$ cat src/rtl/popc_pkg.sv
package popc_pkg;

    // Operand count present after k tree levels, starting from w inputs.
    function automatic int pc_ops(int w, int k);
        int n;
        n = w;
        for (int i = 0; i < k; i++) begin
            n = (n + 1) / 2;
        end
        return n;
    endfunction

    // Number of adder levels needed to reduce w operands to one.
    function automatic int pc_levels(int w);
        int n;
        int l;
        n = w;
        l = 0;
        while (n > 1) begin
            n = (n + 1) / 2;
            l++;
        end
        return l;
    endfunction

    // Bit offset of the operand set entering level k+1 (set 0 is the input).
    function automatic int pc_stage_off(int w, int sw, int k);
        int s;
        s = 0;
        for (int j = 0; j < k; j++) begin
            s += pc_ops(w, j);
        end
        return s * sw;
    endfunction

    // True when a register cut follows level p of an lv-level tree.
    function automatic bit pc_cut_after(int lv, int lat, int p);
        int base;
        int rem;
        int pos;
        base = lv / lat;
        rem  = lv % lat;
        pos  = 0;
        for (int j = 0; j < lat - 1; j++) begin
            pos += base;
            if (rem > 0) begin
                pos++;
                rem--;
            end
            if (pos == p && p < lv) begin
                return 1'b1;
            end
        end
        return 1'b0;
    endfunction

    // Number of cuts that land inside the tree (between two levels).
    function automatic int pc_cut_count(int lv, int lat);
        int c;
        c = 0;
        for (int p = 1; p < lv; p++) begin
            if (pc_cut_after(lv, lat, p)) begin
                c++;
            end
        end
        return c;
    endfunction

endpackage

$ cat src/rtl/popc_level.sv
module popc_level #(
    parameter int LVL  = 1,
    parameter int N_IN = 2,
    parameter int SW   = 2,
    localparam int ODD   = N_IN % 2,
    localparam int PAIRS = N_IN / 2,
    localparam int N_OUT = PAIRS + ODD
) (
    input  logic [N_IN*SW-1:0]  ops_i,
    output logic [N_OUT*SW-1:0] ops_o
);

    generate
        if (ODD == 1) begin : g_odd
            // Lowest operand bypasses the adders; pairs are taken from the top.
            always_comb begin
                ops_o[0 +: SW] = ops_i[0 +: SW];
                for (int i = 1; i <= PAIRS; i++) begin
                    ops_o[i*SW +: SW] = ops_i[(2*i)*SW +: SW] + ops_i[(2*i-1)*SW +: SW];
                end
            end
        end else begin : g_even
            always_comb begin
                for (int i = 0; i < PAIRS; i++) begin
                    ops_o[i*SW +: SW] = ops_i[(2*i+1)*SW +: SW] + ops_i[(2*i)*SW +: SW];
                end
            end
        end
    endgenerate

    // Level-local checks: totals are conserved and partial sums stay in range.
    always_comb begin
        int tot_in;
        int tot_out;
        tot_in  = 0;
        tot_out = 0;
        for (int i = 0; i < N_IN; i++) begin
            tot_in += int'(ops_i[i*SW +: SW]);
        end
        for (int i = 0; i < N_OUT; i++) begin
            tot_out += int'(ops_o[i*SW +: SW]);
            p_operand_range_r3: assert (int'(ops_o[i*SW +: SW]) <= (1 << LVL))
                else $error("level %0d operand %0d out of range", LVL, i);
        end
        p_level_sum_r3: assert (tot_in == tot_out)
            else $error("level %0d total %0d != %0d", LVL, tot_out, tot_in);
    end

endmodule

$ cat src/rtl/popc_pipe_reg.sv
module popc_pipe_reg #(
    parameter int BITS = 8
) (
    input  logic            clk_i,
    input  logic [BITS-1:0] d_i,
    output logic [BITS-1:0] q_o
);

    logic [BITS-1:0] ops_d;
    logic [BITS-1:0] ops_q;

    always_comb begin
        ops_d = d_i;
    end

    always_ff @(posedge clk_i) begin
        ops_q <= ops_d;
    end

    assign q_o = ops_q;

endmodule

$ cat src/rtl/popc_out_stage.sv
module popc_out_stage #(
    parameter int SW    = 2,
    parameter int DEPTH = 1,
    parameter int CNT_W = 32
) (
    input  logic             clk_i,
    input  logic [SW-1:0]    sum_i,
    output logic [CNT_W-1:0] count_o
);

    logic [SW-1:0] chain_d [DEPTH];
    logic [SW-1:0] chain_q [DEPTH];

    always_comb begin
        chain_d[0] = sum_i;
        for (int i = 1; i < DEPTH; i++) begin
            chain_d[i] = chain_q[i-1];
        end
    end

    always_ff @(posedge clk_i) begin
        for (int i = 0; i < DEPTH; i++) begin
            chain_q[i] <= chain_d[i];
        end
    end

    assign count_o = CNT_W'(chain_q[DEPTH-1]);

endmodule

$ cat src/rtl/popc_tree.sv
module popc_tree
    import popc_pkg::*;
#(
    parameter int IN_W    = 32,
    parameter int LATENCY = 3,
    parameter int CNT_W   = 32
) (
    input  logic             clk_i,
    input  logic [IN_W-1:0]  vec_i,
    output logic [CNT_W-1:0] count_o
);

    localparam int W        = (IN_W < 2) ? 2 : IN_W;
    localparam int LATE     = (LATENCY < 1) ? 1 : LATENCY;
    localparam int L        = pc_levels(W);
    localparam int SW       = L + 1;
    localparam int CUTS     = pc_cut_count(L, LATE);
    localparam int TAIL     = LATE - CUTS;
    localparam int STG_BITS = pc_stage_off(W, SW, L + 1);
    localparam int RAW_BITS = STG_BITS - W * SW;
    localparam int LAST_OFF = pc_stage_off(W, SW, L);

    logic [W-1:0]        vec_pad;
    logic [STG_BITS-1:0] stg_bus;
    logic [RAW_BITS-1:0] raw_bus;

    generate
        if (IN_W < W) begin : g_pad
            assign vec_pad = {{(W-IN_W){1'b0}}, vec_i};
        end else begin : g_nopad
            assign vec_pad = vec_i;
        end

        for (genvar i = 0; i < W; i++) begin : g_in
            assign stg_bus[i*SW +: SW] = {{(SW-1){1'b0}}, vec_pad[i]};
        end

        for (genvar k = 1; k <= L; k++) begin : g_lvl
            localparam int NI = pc_ops(W, k - 1);
            localparam int NO = pc_ops(W, k);
            localparam int SI = pc_stage_off(W, SW, k - 1);
            localparam int SO = pc_stage_off(W, SW, k);
            localparam int RO = SO - W * SW;

            popc_level #(
                .LVL  (k),
                .N_IN (NI),
                .SW   (SW)
            ) u_lvl (
                .ops_i (stg_bus[SI +: NI*SW]),
                .ops_o (raw_bus[RO +: NO*SW])
            );

            if (k < L && pc_cut_after(L, LATE, k)) begin : g_cut
                popc_pipe_reg #(
                    .BITS (NO*SW)
                ) u_cut (
                    .clk_i (clk_i),
                    .d_i   (raw_bus[RO +: NO*SW]),
                    .q_o   (stg_bus[SO +: NO*SW])
                );
            end else begin : g_wire
                assign stg_bus[SO +: NO*SW] = raw_bus[RO +: NO*SW];
            end
        end
    endgenerate

    popc_out_stage #(
        .SW    (SW),
        .DEPTH (TAIL),
        .CNT_W (CNT_W)
    ) u_out (
        .clk_i   (clk_i),
        .sum_i   (stg_bus[LAST_OFF +: SW]),
        .count_o (count_o)
    );

    // Cycles since start, used only to hold off checks until the pipe is full.
    logic [31:0] warm_q = '0;
    always_ff @(posedge clk_i) begin
        if (warm_q < 32'(LATE)) begin
            warm_q <= warm_q + 32'd1;
        end
    end

    p_count_bound_r1: assert property (@(posedge clk_i) disable iff (warm_q < 32'(LATE))
        count_o <= CNT_W'(W))
        else $error("count above input width");

    p_upper_zero_r1: assert property (@(posedge clk_i) disable iff (warm_q < 32'(LATE))
        (count_o >> SW) == '0)
        else $error("count bits above sum width set");

endmodule

$ cat config.mk
export PLATFORM = sky130hd
export DESIGN_NAME = popc_tree
export DESIGN_NICKNAME = d
export VERILOG_FILES = /design/src/rtl/popc_pkg.sv /design/src/rtl/popc_level.sv /design/src/rtl/popc_pipe_reg.sv /design/src/rtl/popc_out_stage.sv /design/src/rtl/popc_tree.sv
export SDC_FILE = /design/constraint.sdc
export NUM_CORES = 1
export LEC_CHECK = 0
export BUFFER_PORTS_ARGS = -buffer_cell sky130_fd_sc_hd__buf_4
export CORE_UTILIZATION = 55
export DETAILED_ROUTE_END_ITERATION = 6
export PLACE_DENSITY = 0.93
export SYNTH_ARGS = -nofsm -noshare
export SYNTH_HDL_FRONTEND = slang
export SYNTH_SLANG_ARGS = --single-unit
$ cat constraint.sdc
create_clock -name clk_i -period 6.1 [get_ports clk_i]
set_input_delay 0.305 -clock clk_i [delete_from_list [all_inputs] [get_ports clk_i]]
set_output_delay 0.305 -clock clk_i [all_outputs]
set_load 0.05 [all_outputs]
==> results_tabular.tex <==
\begin{tabular}{lr}
\hline
Metric & Value \\
\hline
\multicolumn{2}{l}{\textbf{Finish}} \\
Multi-input gate area in the final layout & 0.00100 mm2 \\
Share of post-route cells with drive strength above 1 & 19.4\% \\
Total non-filler cell area in the finished layout & 0.00250 mm2 \\
Antenna fix cells & 0 \\
Post-layout utilization of the core & 67.8\% \\
FF/Latch Area & 801 um2 \\
Filler-free cell count of the finished design & 290 \\
Filler cells & 296 \\
Number of nets in the layout & 324 \\
Signed area change from the synthesized netlist to the final layout & 16.8\% \\
\multicolumn{2}{l}{\textbf{Floorplanning}} \\
Die span in y & 64.4 um \\
Placement row count & 22 \\
Total die area & 0.00415 mm2 \\
Floorplan core area & 0.00369 mm2 \\
Io pins & 65 \\
Width of the die & 64.4 um \\
Starting utilization of the core area & 58.1\% \\
\multicolumn{2}{l}{\textbf{Synthesis}} \\
Cell taking the most area after synthesis & dfxtp\_1 \\
Ys flop type & dfxtp\_1 \\
Portion of the post-synthesis area used by sequential elements & 37.4\% \\
Total standard cell area after synthesis & 0.00214 mm2 \\
Synthesis warning total & 0 \\
Top area cells in the synthesized netlist & dfxtp\_1 37\%, fa\_1 20\%, ha\_1 17\% \\
Number of distinct standard cells referenced by the synthesized netlist & 14 \\
Share of synthesized registers carrying an async set or reset & 0\% \\
EDFF count, synth & 0 \\
Synth top area share & 37.4\% \\
Synthesized area per cell & 10.9 um2 \\
Commonest cells in the synthesized netlist & 63 x inv\_1, 40 x dfxtp\_1, 29 x ha\_1, 26 x buf\_4, 21 x fa\_1 \\
Number of register bits inferred by synthesis & 40 \\
Gate count of the mapped netlist & 197 \\
Top-count cell post-synth & inv\_1 \\
\multicolumn{2}{l}{\textbf{Clock network}} \\
Clock latency of the later-clocked register in the worst-skew pair & 0.30 ns \\
Number of resized instances in the post-cts repair step & 0 \\
Clock root buffer & clkbuf\_8 \\
CTS tree & built \\
H-tree depth & 2 \\
TritonCTS Buffers & 5 \\
CTS Hold Buffers Added & 0 \\
Setup bufs post-CTS & 0 \\
Clock transition time at the flip-flop clock pins of the worst setup and hold paths & 0.08 ns \\
Maximum buffer depth of the clock tree & 2 \\
Clock sink count & 40 \\
\multicolumn{2}{l}{\textbf{Job}} \\
Reported max-cap violation count & 0 \\
\multicolumn{2}{l}{\textbf{STA}} \\
Shortest period the worst path allows & 2.27 ns \\
Max Clock Freq & 440 MHz \\
Final number of setup-violating endpoints & 0 \\
Final worst slack & 3.83 ns \\
Setup repair after global routing missed its margin & no \\
Final period utilization & 37.3\% \\
Setup clock skew after layout & 0.00718 ns \\
Worst Hold Margin & 0.218 ns \\
Count of final hold-check violations & 0 \\
Final-report max-slew violation count & 0 \\
Final setup TNS & 0 ns \\
\multicolumn{2}{l}{\textbf{Pwr}} \\
Worst vdd rail ir drop & 209 uV \\
Leakage & 1.44 nW \\
Total power per unit cell area & 431 mW/mm2 \\
Total power & 1.08 mW \\
\multicolumn{2}{l}{\textbf{Outcome}} \\
Outcome & finished, final reports clean \\
\multicolumn{2}{l}{\textbf{Place}} \\
Placement-stage worst setup slack & 3.83 ns \\
Last weighted congestion value of the routability-driven placer & 0.754 \\
HPWL after DPL & 2.63 mm \\
Post-place instance area & 0.00239 mm2 \\
Buffers on Ports & 38 \\
Number of cells after detailed placement & 282 \\
\multicolumn{2}{l}{\textbf{Drt}} \\
Routed wirelength normalized by instance count & 10.3 um \\
DRC viols & 0 \\
Number of DRC violations after detailed-routing iteration 0 & 31 \\
Number of routed nets with antenna violations & 0 \\
Number of iterations in the first detailed-routing pass & 2 \\
Vias after detailed routing & 1,211 \\
Ratio of routed vias to standard cells & 4.18 \\
Total Routed Length & 3.00 mm \\
\multicolumn{2}{l}{\textbf{Critical path}} \\
Largest fanout on the critical path & 2 \\
Endpoint arrival time on the critical path & 2.47 ns \\
Critical path launch point type & flip-flop \\
Critical path start-end classification & flip-flop to flip-flop \\
Sort of element at the end of the critical path & flip-flop \\
Data required time at the worst endpoint & 6.30 ns \\
\multicolumn{2}{l}{\textbf{Global route}} \\
Wire length of the first global-routing pass & 4.93 mm \\
Grt ovf & 0 \\
Global router's overall resource usage & 16.6\% \\
Largest net degree at the start of global routing & 15 \\
Via count of the first global-routing pass & 1,232 \\
Number of antenna violations at the first check in global routing & 0 \\
\multicolumn{2}{l}{\textbf{Hold path}} \\
Hold Path Class & input port to flip-flop \\
\hline
\end{tabular}
per-layer routing:
metal | up-vias | share of wire, % | global-route usage, %
li1 | 606 | - | -
met1 | 550 | 38 | 16.7
met2 | 50 | 55 | 31.1
met3 | 5 | 5.2 | 4.93
met4 | 0 | 2.0 | 7.50
met5 | - | 0 | 0
area by class of cell:
| cell class | instances | area share (%) |
|---|---|---|
| clock buffers | 5 | 2.75 |
| well taps | 48 | 2.40 |
| repair buffers | 38 | 11.4 |
| flip-flops and latches | 40 | 32.0 |
| inverters | 63 | 9.45 |
| multi-input cells | 93 | 40.1 |
| clock inverters | 3 | 1.85 |
worst paths after layout:
check / endpoint / startpoint / cells after the start / slack (ns)
min: g_lvl[2].g_cut.u_cut.q_o[18] / vec_i[14] / 2 / 0.22
max reg2reg: g_lvl[4].g_cut.u_cut.q_o[8] / g_lvl[2].g_cut.u_cut.q_o[25] / 8 / 3.83
max: g_lvl[4].g_cut.u_cut.q_o[8] / g_lvl[2].g_cut.u_cut.q_o[25] / 8 / 3.83
min reg2reg: g_lvl[4].g_cut.u_cut.q_o[6] / g_lvl[2].g_cut.u_cut.q_o[42] / 1 / 0.46
cells by family after synthesis:
family | synth area share [%]
AO/OA/AOI/OAI | 3.39
XOR/XNOR | 2.04
adder cells (fa/ha/maj) | 36.5
buffers and inverters | 20.1
flip-flops | 37.4
other | 0.175
AND/OR/NAND/NOR | 0.350
critical path: stages (launching register included):
cell	delay [ns]
dfxtp_1	0.31
inv_1	0.05
fa_1	0.52
inv_1	0.05
fa_1	0.50
ha_1	0.17
inv_1	0.05
fa_1	0.47
inv_1	0.04
where the power goes:
part	leakage [nW]	total (mW)	internal (mW)	switching, mW
Clock	0.0548	0.218	0.123	0.0949
Sequential	0.335	0.380	0.347	0.0330
Combinational	1.05	0.481	0.198	0.283
flip-flops by register name, summed over array words and instances (netlist names):
| register | flops |
|---|---|
| u_out.chain_q | 6 |
| g_lvl.g_cut.u_cut.q_o | 34 |
cell usage in the layout, fill, tap and decap left out:
master,instances
inv_1,63
dfxtp_1,40
buf_4,38
ha_1,29
conb_1,26
fa_1,21
a21o_1,5
clkbuf_8,5
xnor2_1,4
nor2_1,2
a21oi_1,2
a211o_1,1
o211ai_1,1
o21ai_2,1
xor2_1,1
clkinvlp_4,1
inv_6,1
bufinv_16,1
Power figures use the tool's default switching activity.
